### config.mk
export PLATFORM = sky130hd
export DESIGN_NAME = f2i_trunc_conv
export DESIGN_NICKNAME = d
export VERILOG_FILES = /design/src/rtl/f2i_pkg.sv /design/src/rtl/f2i_classify.sv /design/src/rtl/f2i_align.sv /design/src/rtl/f2i_pack.sv /design/src/rtl/f2i_trunc_conv.sv
export SDC_FILE = /design/constraint.sdc
export NUM_CORES = 1
export LEC_CHECK = 0
export BUFFER_PORTS_ARGS = -buffer_cell sky130_fd_sc_hd__buf_2
export CORE_UTILIZATION = 50
export CTS_BUF_LIST = sky130_fd_sc_hd__clkbuf_4
export DETAILED_ROUTE_END_ITERATION = 6
export GPL_ROUTABILITY_DRIVEN = 0
export PLACE_DENSITY = 0.82
export SLEW_MARGIN = 20
export SYNTH_ARGS = -nofsm -noshare
export SYNTH_HDL_FRONTEND = slang
export SYNTH_HIERARCHICAL = 1
export SYNTH_SLANG_ARGS = --single-unit
### constraint.sdc
create_clock -name clk -period 0.9 [get_ports clk]
set_input_delay 0.09 -clock clk [delete_from_list [all_inputs] [get_ports clk]]
set_output_delay 0.09 -clock clk [all_outputs]
set_load 0.02 [all_outputs]
### src/rtl/f2i_pkg.sv
package f2i_pkg;

  localparam int EXP_W  = 11;
  localparam int MAN_W  = 52;
  localparam int FP_W   = 1 + EXP_W + MAN_W;
  localparam int INT_W  = 64;
  localparam int BIAS   = (1 << (EXP_W - 1)) - 1;
  localparam int SH_W   = $clog2(INT_W);

  // Biased exponent at which the magnitude reaches 2^(INT_W-1)
  localparam logic [EXP_W-1:0] EXP_BIAS_E = EXP_W'(BIAS);
  localparam logic [EXP_W-1:0] EXP_LIMIT_E = EXP_W'(BIAS + INT_W - 1);

  // Pattern returned for every unrepresentable operand
  localparam logic [INT_W-1:0] INT_INDEF = {1'b1, {(INT_W-1){1'b0}}};

  typedef struct packed {
    logic             sgn;
    logic [EXP_W-1:0] exp;
    logic [MAN_W-1:0] man;
  } fp_t;

  typedef enum logic [2:0] {
    CLS_ZERO,     // +0 / -0
    CLS_TINY,     // 0 < |x| < 1, subnormals included
    CLS_INRANGE,  // 1 <= |x| < 2^(INT_W-1)
    CLS_EDGE_MIN, // exactly -2^(INT_W-1)
    CLS_OVER,     // finite, too large
    CLS_SPECIAL   // NaN or infinity
  } cls_t;

  function automatic logic [INT_W-1:0] twos_neg(input logic [INT_W-1:0] v);
    return (~v) + {{(INT_W-1){1'b0}}, 1'b1};
  endfunction

  function automatic logic [INT_W-1:0] apply_sign(input logic neg,
                                                  input logic [INT_W-1:0] mag);
    return neg ? twos_neg(mag) : mag;
  endfunction

endpackage

### src/rtl/f2i_classify.sv
module f2i_classify
  import f2i_pkg::*;
(
  input  fp_t             op,
  output cls_t            cls,
  output logic [SH_W-1:0] shamt
);

  logic exp_ones;
  logic exp_zero;
  logic man_zero;
  logic below_one;
  logic at_or_over;
  logic edge_min;

  always_comb begin
    exp_ones   = &op.exp;
    exp_zero   = (op.exp == '0);
    man_zero   = (op.man == '0);
    below_one  = (op.exp < EXP_BIAS_E);
    at_or_over = (op.exp >= EXP_LIMIT_E);
    edge_min   = op.sgn && (op.exp == EXP_LIMIT_E) && man_zero;
  end

  always_comb begin
    if (exp_ones)                 cls = CLS_SPECIAL;
    else if (exp_zero && man_zero) cls = CLS_ZERO;
    else if (below_one)           cls = CLS_TINY;
    else if (edge_min)            cls = CLS_EDGE_MIN;
    else if (at_or_over)          cls = CLS_OVER;
    else                          cls = CLS_INRANGE;
  end

  // Unbiased exponent; only meaningful (0..INT_W-2) for CLS_INRANGE
  always_comb begin
    if (cls == CLS_INRANGE) shamt = SH_W'(op.exp - EXP_BIAS_E);
    else                    shamt = '0;
  end

endmodule

### src/rtl/f2i_align.sv
module f2i_align
  import f2i_pkg::*;
(
  input  logic [MAN_W-1:0] man,
  input  logic [SH_W-1:0]  shamt,
  output logic [INT_W-1:0] mag,
  output logic             frac_nz
);

  // Fixed-point window: INT_W integer bits above MAN_W fraction bits
  localparam int WIDE_W = INT_W + MAN_W;

  logic [MAN_W:0]    sig;
  logic [WIDE_W-1:0] wide;

  always_comb begin
    sig     = {1'b1, man};
    wide    = WIDE_W'(sig) << shamt;
    mag     = wide[WIDE_W-1:MAN_W];
    frac_nz = |wide[MAN_W-1:0];
  end

endmodule

### src/rtl/f2i_pack.sv
module f2i_pack
  import f2i_pkg::*;
(
  input  cls_t             cls,
  input  logic             sgn,
  input  logic [INT_W-1:0] mag,
  input  logic             frac_nz,
  output logic [INT_W-1:0] result,
  output logic             invalid,
  output logic             inexact
);

  always_comb begin
    result  = '0;
    invalid = 1'b0;
    inexact = 1'b0;
    case (cls)
      CLS_ZERO: begin
        result = '0;
      end
      CLS_TINY: begin
        result  = '0;
        inexact = 1'b1;
      end
      CLS_INRANGE: begin
        result  = apply_sign(sgn, mag);
        inexact = frac_nz;
      end
      CLS_EDGE_MIN: begin
        result = INT_INDEF;
      end
      default: begin
        result  = INT_INDEF;
        invalid = 1'b1;
      end
    endcase
  end

endmodule

### src/rtl/f2i_trunc_conv.sv
module f2i_trunc_conv
  import f2i_pkg::*;
(
  input  logic             clk,
  input  logic             rst_n,
  input  logic             in_valid,
  input  logic [FP_W-1:0]  in_op,
  output logic             out_valid,
  output logic [INT_W-1:0] out_int,
  output logic             out_invalid,
  output logic             out_inexact
);

  fp_t             op_s;
  cls_t            cls_w;
  logic [SH_W-1:0] shamt_w;
  logic [INT_W-1:0] mag_w;
  logic            frac_nz_w;
  logic [INT_W-1:0] res_w;
  logic            inv_w;
  logic            inx_w;

  // Named events for the checker
  logic            is_special;
  logic            is_tiny;

  assign op_s       = fp_t'(in_op);
  assign is_special = (cls_w == CLS_SPECIAL);
  assign is_tiny    = (cls_w == CLS_TINY) || (cls_w == CLS_ZERO);

  f2i_classify u_cls (
    .op    (op_s),
    .cls   (cls_w),
    .shamt (shamt_w)
  );

  f2i_align u_aln (
    .man     (op_s.man),
    .shamt   (shamt_w),
    .mag     (mag_w),
    .frac_nz (frac_nz_w)
  );

  f2i_pack u_pck (
    .cls     (cls_w),
    .sgn     (op_s.sgn),
    .mag     (mag_w),
    .frac_nz (frac_nz_w),
    .result  (res_w),
    .invalid (inv_w),
    .inexact (inx_w)
  );

  always_ff @(posedge clk or negedge rst_n) begin
    if (!rst_n) begin
      out_valid   <= 1'b0;
      out_int     <= '0;
      out_invalid <= 1'b0;
      out_inexact <= 1'b0;
    end else begin
      out_valid <= in_valid;
      if (in_valid) begin
        out_int     <= res_w;
        out_invalid <= inv_w;
        out_inexact <= inx_w;
      end
    end
  end

endmodule

==> results of run 1 <==
## kinds of logic after synthesis
kind of cell    count (synthesis)  synth area share (%)
simple gates                  451                  24.4
mux                           218                  33.8
compound gates                206                  14.6
buf+inv                        99                  5.02
flops                          67                  18.0
xor+xnor                       38                  3.58
fa+ha+maj                       4                 0.538
## metal layers
| metal | GRT usage, % | GRT overflow |
|---|---|---|
| met5 | 6.52 | 0 |
| met4 | 59.7 | 25 |
| met3 | 43.0 | 2 |
| met2 | 80.5 | 30 |
| met1 | 61.5 | 0 |
## metrics by stage
step / TNS (ps) / instance area, µm² / instances
after global placement: -271080 / 13200 / 1734
after CTS: -246350 / 14400 / 1784
after floorplan: -245260 / 9760 / 1083
after detailed placement: -282210 / 13200 / 1734
## timing repair
action / CTS
resized for setup: 156
pin swaps: 48
cloned: 3
hold endpoints to repair: 68
hold buffers: 2
buffers inserted: 29
endpoints found under the setup margin: 133
## synth_stat cells, types with 22 or more instances
cell,n,share of area [%]
dfrtp_1,67,18
a21oi_1,34,1.8
mux4_2,54,13
clkbuf_1,59,2.4
nor2_1,126,5.1
xor2_1,36,3.4
nand4_1,22,1.5
mux2_4,41,6.6
nand3_1,28,1.5
mux2i_1,66,7.1
nor3_1,25,1.3
o21ai_0,55,3.0
mux2_2,54,6.5
nand2_1,116,4.7
==> summary.txt, run 1 <==
Run status
  – Run-stopping error: [ERROR GRT-0232] Routing congestion too high. Check the congestion heatmap in the GUI.
  – Last stage: global routing (5_1_grt)
  – Status: stopped before the end

Synthesis
  – Part of the Yosys area used for sequential elements: 18.0%
  – Synth Flop Type: dfrtp_1
  – Share of synthesized flip-flops with an asynchronous set or reset: 100%
  – Post-synthesis area per instance: between 8 and 9 µm²
  – Count of warnings emitted by yosys: 6
  – Synthesized net count: between 1000 and 1500
  – Distinct cell type count after synthesis: 76
  – Number of standard cells after synthesis: 1083
  – Total of flip-flops plus latches after synthesis: 67
  – Number of synthesized flops with an enable pin: 0
  – Mapped Area: just over 0.009 mm²

Floorplanning
  – Rows: 49
  – Horizontal die dimension: 138 µm
  – Die Span Y: 138 µm
  – Initial core utilization: between 50 and 60%
  – Number of top-level pins: 134

CTS
  – Clock sinks: 67
  – H-tree level count: 3
  – Num CTS Buffers: 9
  – Root buf cell: clkbuf_4
  – CTS Buffer Depth: 2

Place
  – Count of port buffers added during placement: around 130
  – Worst slack after detailed placement: -4650 ps
  – Dpl hpwl: ~29 mm

GRT
  – Remaining Overflow, GRT: between 50 and 60
  – Total track usage: between 60% and 70%
  – Pin count of the biggest net entering global routing: 68
==> run 2: changes to the inputs <==
--- a/config.mk
+++ b/config.mk
@@ -6,11 +6,10 @@
 export NUM_CORES = 1
 export LEC_CHECK = 0
 export BUFFER_PORTS_ARGS = -buffer_cell sky130_fd_sc_hd__buf_2
-export CORE_UTILIZATION = 50
-export CTS_BUF_LIST = sky130_fd_sc_hd__clkbuf_4
+export CORE_UTILIZATION = 35
 export DETAILED_ROUTE_END_ITERATION = 6
 export GPL_ROUTABILITY_DRIVEN = 0
-export PLACE_DENSITY = 0.82
+export PLACE_DENSITY_LB_ADDON = 0.15
 export SLEW_MARGIN = 20
 export SYNTH_ARGS = -nofsm -noshare
 export SYNTH_HDL_FRONTEND = slang
==> run 2 against run 1 <==
Effect of this change: the flow now finishes, with violations (negative setup slack); area after synthesis unchanged; synthesized cell count did not move.
==> summary.txt, run 2 <==
CTS
  – Clock network latency to the later pin of the worst-skew pair: approximately 340 ps
  – H-tree level count: 3
  – Num CTS Buffers: 9
  – Clock sinks: 67
  – Clk pin slew, worst setup/hold paths: about 60 ps
  – Clock tree from TritonCTS: built
  – Root buf cell: clkbuf_16
  – CTS Buffer Depth: 2

Timing
  – Part of the cycle the worst path needs: 541%
  – Final period demand of the worst path: approximately 4900 ps
  – Max-slew violation count: 0
  – Clock Skews: 0 ps
  – Achievable clock frequency: 205 MHz
  – Unrepaired setup endpoints after global routing: yes
  – Final Hold Violating Endpoints: 0
  – Slew margin rel.: between 20% and 30%
  – Count of final setup violators: ~130
  – Final worst-path setup slack: -3970 ps
  – Transition at the pin with the smallest max-transition slack: 1190 ps

Synthesis
  – Total of flip-flops plus latches after synthesis: 67
  – Synthesized net count: about 1200
  – Synth Flop Type: dfrtp_1
  – Top cell type's share of synthesized area: between 10% and 20%
  – Number of standard cells after synthesis: 1083
  – Part of the Yosys area used for sequential elements: a little under a fifth
  – Count of warnings emitted by yosys: 6
  – Mapped Area: between 0.009 and 0.01 mm²
  – Share of synthesized flip-flops with an asynchronous set or reset: 100%
  – Distinct cell type count after synthesis: 76
  – Post-synthesis area per instance: 8.59 µm²
  – Number of synthesized flops with an enable pin: 0
  – Count leader, synth: nor2_1
  – Most numerous cell types in the synthesized netlist: nor2_1 (126), nand2_1 (116), dfrtp_1 (67), mux2i_1 (66), clkbuf_1 (59)
  – Cell types occupying the most area after synthesis: dfrtp_1 (18%), mux4_2 (13%), mux2i_1 (7.1%), mux2_4 (6.6%), mux2_2 (6.5%)
  – Post-synthesis cell type with the largest combined area: dfrtp_1

Finish
  – Most common library cell in the layout ignoring fill and taps: buf_4
  – Final core utilization: between 60% and 70%
  – Ratio of cells with drive above 1 in the final layout: between 60% and 70%
  – Post-layout nets: 1710
  – Highest-count cells in the layout ignoring fill and taps: buf_4 (426), buf_6 (109), nand2_1 (103)
  – Layout overhead on the synthesized area: 77.8%
  – Max reg flops: 64
  – Top register by number of flip-flops: out_int
  – Number of filler cells placed in the layout: 2140
  – Antenna diode count: 0

Power and ir drop
  – Clock power share: around 23%
  – Sw power: a little over 6 mW
  – IR Drop Worst-Case VDD: just under 0.9 mV
  – Int Power: between 10 and 15 mW
  – Switching part of the total: a little under two fifths
  – Comb pwr share: ~58%
  – Total power per unit cell area: roughly 1000 mW/mm²
  – LEAKAGE: around 7.7 nW
  – Power share of the sequential group: between 10% and 20%

Setup path
  – Highest cell delay on the worst timing path: between 500 and 600 ps
  – Category of the most critical setup path: input port to register
  – Library cell appearing most often on the critical path: buf_6
  – Setup slack of the most critical reg-to-reg path: -50 ps
  – CP Launch Point: in_op[26]
  – Slowest stage cell on the critical path: or4_4
  – Ordered list of cells on the worst path: buf_6 -> or4_4 -> or4_4 -> nor4_4 -> nor2_2 -> and3_4 -> buf_12 -> mux4_2 -> buf_6 -> mux4_2 -> buf_6 -> nand2_1 -> and3_4 -> a21oi_2 -> nor4_2 -> nand4_1 -> buf_6 -> buf_12 -> buf_8 -> o31ai_2 -> xor2_1 -> nor2_1 -> mux2_4
  – Worst Path Required: approximately 1100 ps
  – Crit end category: register
  – Element type at the critical path start: input port
  – Critical path arrival: a little over 5000 ps
  – Start of the worst register-to-register path: out_int[7]
  – Worst Path Max Fanout: 7

GRT
  – Via count of the first global-routing pass: 10900
  – Total track usage: 28.0%
  – Pin count of the biggest net entering global routing: 55
  – Number of antenna violations at the first check in global routing: 0
  – First-pass GRT wire length: between 50 and 60 mm
  – Remaining Overflow, GRT: 0

Run status
  – Status: complete, but fails checks
  – Violations in the final reports: negative setup slack

Route
  – DR DRC count: 0
  – Router iterations before antenna repair: 6
  – Final Routed Wirelength: 40.2 mm
  – Average wire length per cell after detail routing: about 20 µm
  – Number of vias after detailed routing: 11400
  – Number of violations reported at the end of detailed-routing iteration 0: about 1100
  – Antenna Nets Post-Route: 0
  – DR vias/cell: 5.75

Floorplanning
  – Number of top-level pins: roughly 130
  – Core outline area: roughly 0.026 mm²
  – Die Span Y: approximately 170 µm
  – Rows: slightly below 60
  – Horizontal die dimension: around 170 µm
  – Initial core utilization: ~36%
  – Area of the die: 0.0272 mm²

Min path
  – Kind of path behind the tightest hold check: input port to register
  – Start point of the worst min-delay path: in_valid

Place
  – Dpl hpwl: slightly below 30 mm
  – Count of port buffers added during placement: between 100 and 150
  – Worst slack after detailed placement: -4500 ps

Job
  – Count of maximum capacitance violations: 0
[run 2: what timing repair did]
item / 4_1_cts / 5_1_grt
pin swaps: 33 / 84
resized for setup: 122 / 308
hold buffers: 1 / 0
endpoints found under the hold margin: 6 / 0
gates cloned: 2 / 6
setup buffers: 39 / 71
endpoints found under the setup margin: 133 / 133
[run 2: through the flow]
stage	instance area, µm²	total power, mW	setup TNS [ps]	hold WS (ps)	instances
2_1_floorplan	9760	7.11	-245260	-206	1083
3_3_place_gp	13600	10.4	-262150	49.2	1865
3_5_place_dp	13600	10.5	-263610	55.5	1865
4_1_cts	14800	14.9	-237790	149	1920
5_1_grt	16500	17.2	-260260	164	1976
6_report	16500	16.5	-249190	169	1976
[run 2: kinds of logic after synthesis]
group           count (synthesis)  share of synthesized area [%]
compound gates                206                           14.6
xor+xnor                       38                           3.58
buf+inv                        99                           5.02
fa+ha+maj                       4                          0.538
simple gates                  451                           24.4
mux                           218                           33.8
flops                          67                           18.0
[run 2: path summary, 6_finish.rpt]
| check | to | cells after the start |
|---|---|---|
| setup / recovery | out_int[38] | 23 |
| hold reg to reg | out_int[59] | 1 |
| hold / removal | out_valid | 2 |
| setup reg to reg | out_int[7] | 2 |
| max in group asynchronous | out_int[21] | 3 |
| min in group asynchronous | out_int[58] | 2 |
[run 2: per-layer routing]
layer	vias to the layer above	track usage, %	wire length (µm)
met2	483	46.5	19400
met3	135	4.50	2480
met5	-	0	0
li1	5228	-	-
met4	0	12.0	1840
met1	5512	35.6	16500
[run 2: final cells by class]
| class | count | area [µm²] | share of cell area [%] |
|---|---|---|---|
| timing repair buffer | 632 | 5450 | 33.0 |
| sequential | 67 | 1680 | 10.1 |
| clock inverter | 3 | 65.1 | 0.393 |
| tap | 335 | 419 | 2.53 |
| multi-input combinational | 917 | 8640 | 52.2 |
| inverter | 12 | 47.5 | 0.287 |
| clock buffer | 10 | 239 | 1.44 |
[run 2: critical path: cells and delay by family]
kind | cells | cell delay [ps]
AOI/OAI and AO/OA | 2 | 310
xor gates and xnor gates | 1 | 220
buffers and inverters | 7 | 990
muxes | 3 | 1090
and+or+nand+nor | 10 | 2360
[run 2: power groups by stage]
stage	clock network [mW]	logic [mW]	registers (mW)
after global routing	4.01	9.98	3.21
after CTS	3.86	7.91	3.18
after global placement	0	7.21	3.23
after floorplan	0	3.76	3.35
after detailed placement	0	7.25	3.23
final	3.80	9.51	3.20
No activity file was read; power rests on OpenSTA's default activity.
==> run 3: changes to the inputs <==
--- a/config.mk
+++ b/config.mk
@@ -5,8 +5,9 @@
 export SDC_FILE = /design/constraint.sdc
 export NUM_CORES = 1
 export LEC_CHECK = 0
-export BUFFER_PORTS_ARGS = -buffer_cell sky130_fd_sc_hd__buf_2
+export BUFFER_PORTS_ARGS = -buffer_cell sky130_fd_sc_hd__buf_4
 export CORE_UTILIZATION = 35
+export CTS_BUF_LIST = sky130_fd_sc_hd__clkbuf_8
 export DETAILED_ROUTE_END_ITERATION = 6
 export GPL_ROUTABILITY_DRIVEN = 0
 export PLACE_DENSITY_LB_ADDON = 0.15
==> run 3 against run 2 <==
Effect of this change: the run still ends with negative setup slack left; clock skew unchanged; clock power decreased by 33%; sequential cell count unchanged; combinational power decreased by 5.9%; sequential power about the same; critical path type unchanged; largest cell class unchanged.
==> summary.txt, run 3 (same netlist as run 2, synthesis figures left out) <==
Finish
  – Most common library cell in the layout ignoring fill and taps: buf_4
  – Ratio of cells with drive above 1 in the final layout: 59.7%
  – Max reg flops: 64
  – Highest-count cells in the layout ignoring fill and taps: buf_4 (464), buf_6 (116), nand2_1 (104)
  – Layout overhead on the synthesized area: 72.0%
  – Top register by number of flip-flops: out_int
  – Antenna diode count: 0
  – Post-layout nets: approximately 1700

Route
  – Final Routed Wirelength: around 38 mm
  – Router iterations before antenna repair: 7
  – Average wire length per cell after detail routing: ~20 µm
  – Antenna Nets Post-Route: 0
  – Number of vias after detailed routing: 11100
  – DR DRC count: 0
  – DR vias/cell: about 5.7
  – Number of violations reported at the end of detailed-routing iteration 0: 853

Setup path
  – Worst Path Required: around 1200 ps
  – Worst Path Max Fanout: 7
  – Category of the most critical setup path: input port to register
  – Crit end category: register
  – Setup slack of the most critical reg-to-reg path: 100 ps
  – Element type at the critical path start: input port
  – Critical path arrival: 5220 ps

Timing
  – Final worst-path setup slack: -4000 ps
  – Unrepaired setup endpoints after global routing: yes
  – Clock Skews: 0 ps
  – Transition at the pin with the smallest max-transition slack: around 1100 ps
  – Count of final setup violators: between 100 and 150
  – Achievable clock frequency: about 200 MHz
  – Max-slew violation count: 0
  – Final period demand of the worst path: 4900 ps
  – Part of the cycle the worst path needs: 545%
  – Worst hold-check slack: ~120 ps
  – Slew margin rel.: between 20 and 30%
  – Final Hold Violating Endpoints: 0

Place
  – Dpl hpwl: between 20 and 30 mm
  – Count of port buffers added during placement: approximately 130

GRT
  – Total track usage: around 28%
  – Number of antenna violations at the first check in global routing: 0
  – First-pass GRT wire length: ~59 mm
  – Via count of the first global-routing pass: 10800
  – Remaining Overflow, GRT: 0
  – Pin count of the biggest net entering global routing: 55

CTS
  – Clock network latency to the later pin of the worst-skew pair: about 360 ps
  – Root buf cell: clkbuf_8
  – H-tree level count: 3
  – Num CTS Buffers: 9
  – Clock tree from TritonCTS: built
  – Clock sinks: 67
  – Clk pin slew, worst setup/hold paths: around 80 ps
  – CTS Buffer Depth: 2

Job
  – Count of maximum capacitance violations: 0

Floorplanning
  – Number of top-level pins: 134
  – Horizontal die dimension: between 150 and 200 µm
  – Die Span Y: about 170 µm
  – Initial core utilization: roughly 36%
  – Rows: 59
  – Core outline area: about 0.026 mm²
  – Area of the die: approximately 0.027 mm²

Power and ir drop
  – Final Total Pwr: ~15 mW
  – LEAKAGE: between 7 and 8 nW
  – IR Drop Worst-Case VDD: between 0.5 and 0.6 mV
  – Total power per unit cell area: just over 900 mW/mm²

Run status
  – Status: complete, but fails checks
  – Violations in the final reports: negative setup slack

Min path
  – Kind of path behind the tightest hold check: input port to asynchronous set/reset pin
-- run 3: metrics by stage --
stage / cells / area, µm² / utilization, % / TNS [ps] / setup slack (ps)
global placement: 1854 / 13800 / 52.9 / -265540 / -4430
global route: 1949 / 16000 / 61.4 / -263350 / -4080
finish: 1949 / 16000 / 61.4 / -251550 / -4000
floorplan: 1083 / 9760 / - / -245260 / -4280
CTS: 1923 / 15200 / 58.4 / -240610 / -3850
detailed placement: 1854 / 13800 / 52.9 / -269770 / -4510
-- run 3: final cells by class --
class / instances / area, µm²
Sequential cell: 67 / 1680
Fill cell: 2197 / 10100
Inverter: 12 / 45.0
Clock buffer: 9 / 124
Timing Repair Buffer: 603 / 5260
Tap cell: 335 / 419
Clock inverter: 6 / 58.8
Multi-Input combinational cell: 917 / 8420
-- run 3: layer usage --
metal / GRT usage (%) / vias up / wire length (µm)
li1: - / 5182 / -
met1: 35.9 / 5358 / 16100
met2: 46.5 / 468 / 18200
met3: 2.94 / 110 / 2090
met4: 13.1 / 0 / 1850
met5: 0 / - / 0
-- run 3: power breakdown --
part	leakage, nW	internal, mW	switching, mW
sequential	0.919	3.11	0.0814
combinational	6.38	4.52	4.44
clock	0.0923	1.24	1.29
-- run 3: critical path: stages --
cell	delay [ps]
buf_6	90
or4_4	530
or4_4	520
nor4_4	270
nor2_2	80
and3_4	270
buf_12	150
mux4_2	330
mux2_4	330
mux2i_4	200
nor2_2	70
a21oi_2	190
nor2_2	80
or4_4	450
or4_4	430
or3_4	360
or4_4	500
o311ai_2	90
mux2_4	190
-- run 3: timing repair --
action                                 in CTS  in global routing
endpoints found under the hold margin      67                  0
setup buffers                              53                 29
pin swaps                                  38                 79
hold buffers                                1                  0
gates resized for setup                   191                121
setup endpoints to repair                 133                133
gates cloned                                2                  3
-- run 3: final timing paths --
kind | from | end | cells past startpoint
worst max-delay path | in_op[13] | out_int[62] | 19
worst min-delay path | rst_n | out_int[58] | 2
worst max register to register | out_int[37] | out_int[37] | 1
worst min register to register | out_int[12] | out_int[12] | 1
max in group asynchronous | rst_n | out_int[5] | 3
min in group clk | in_valid | out_valid | 2
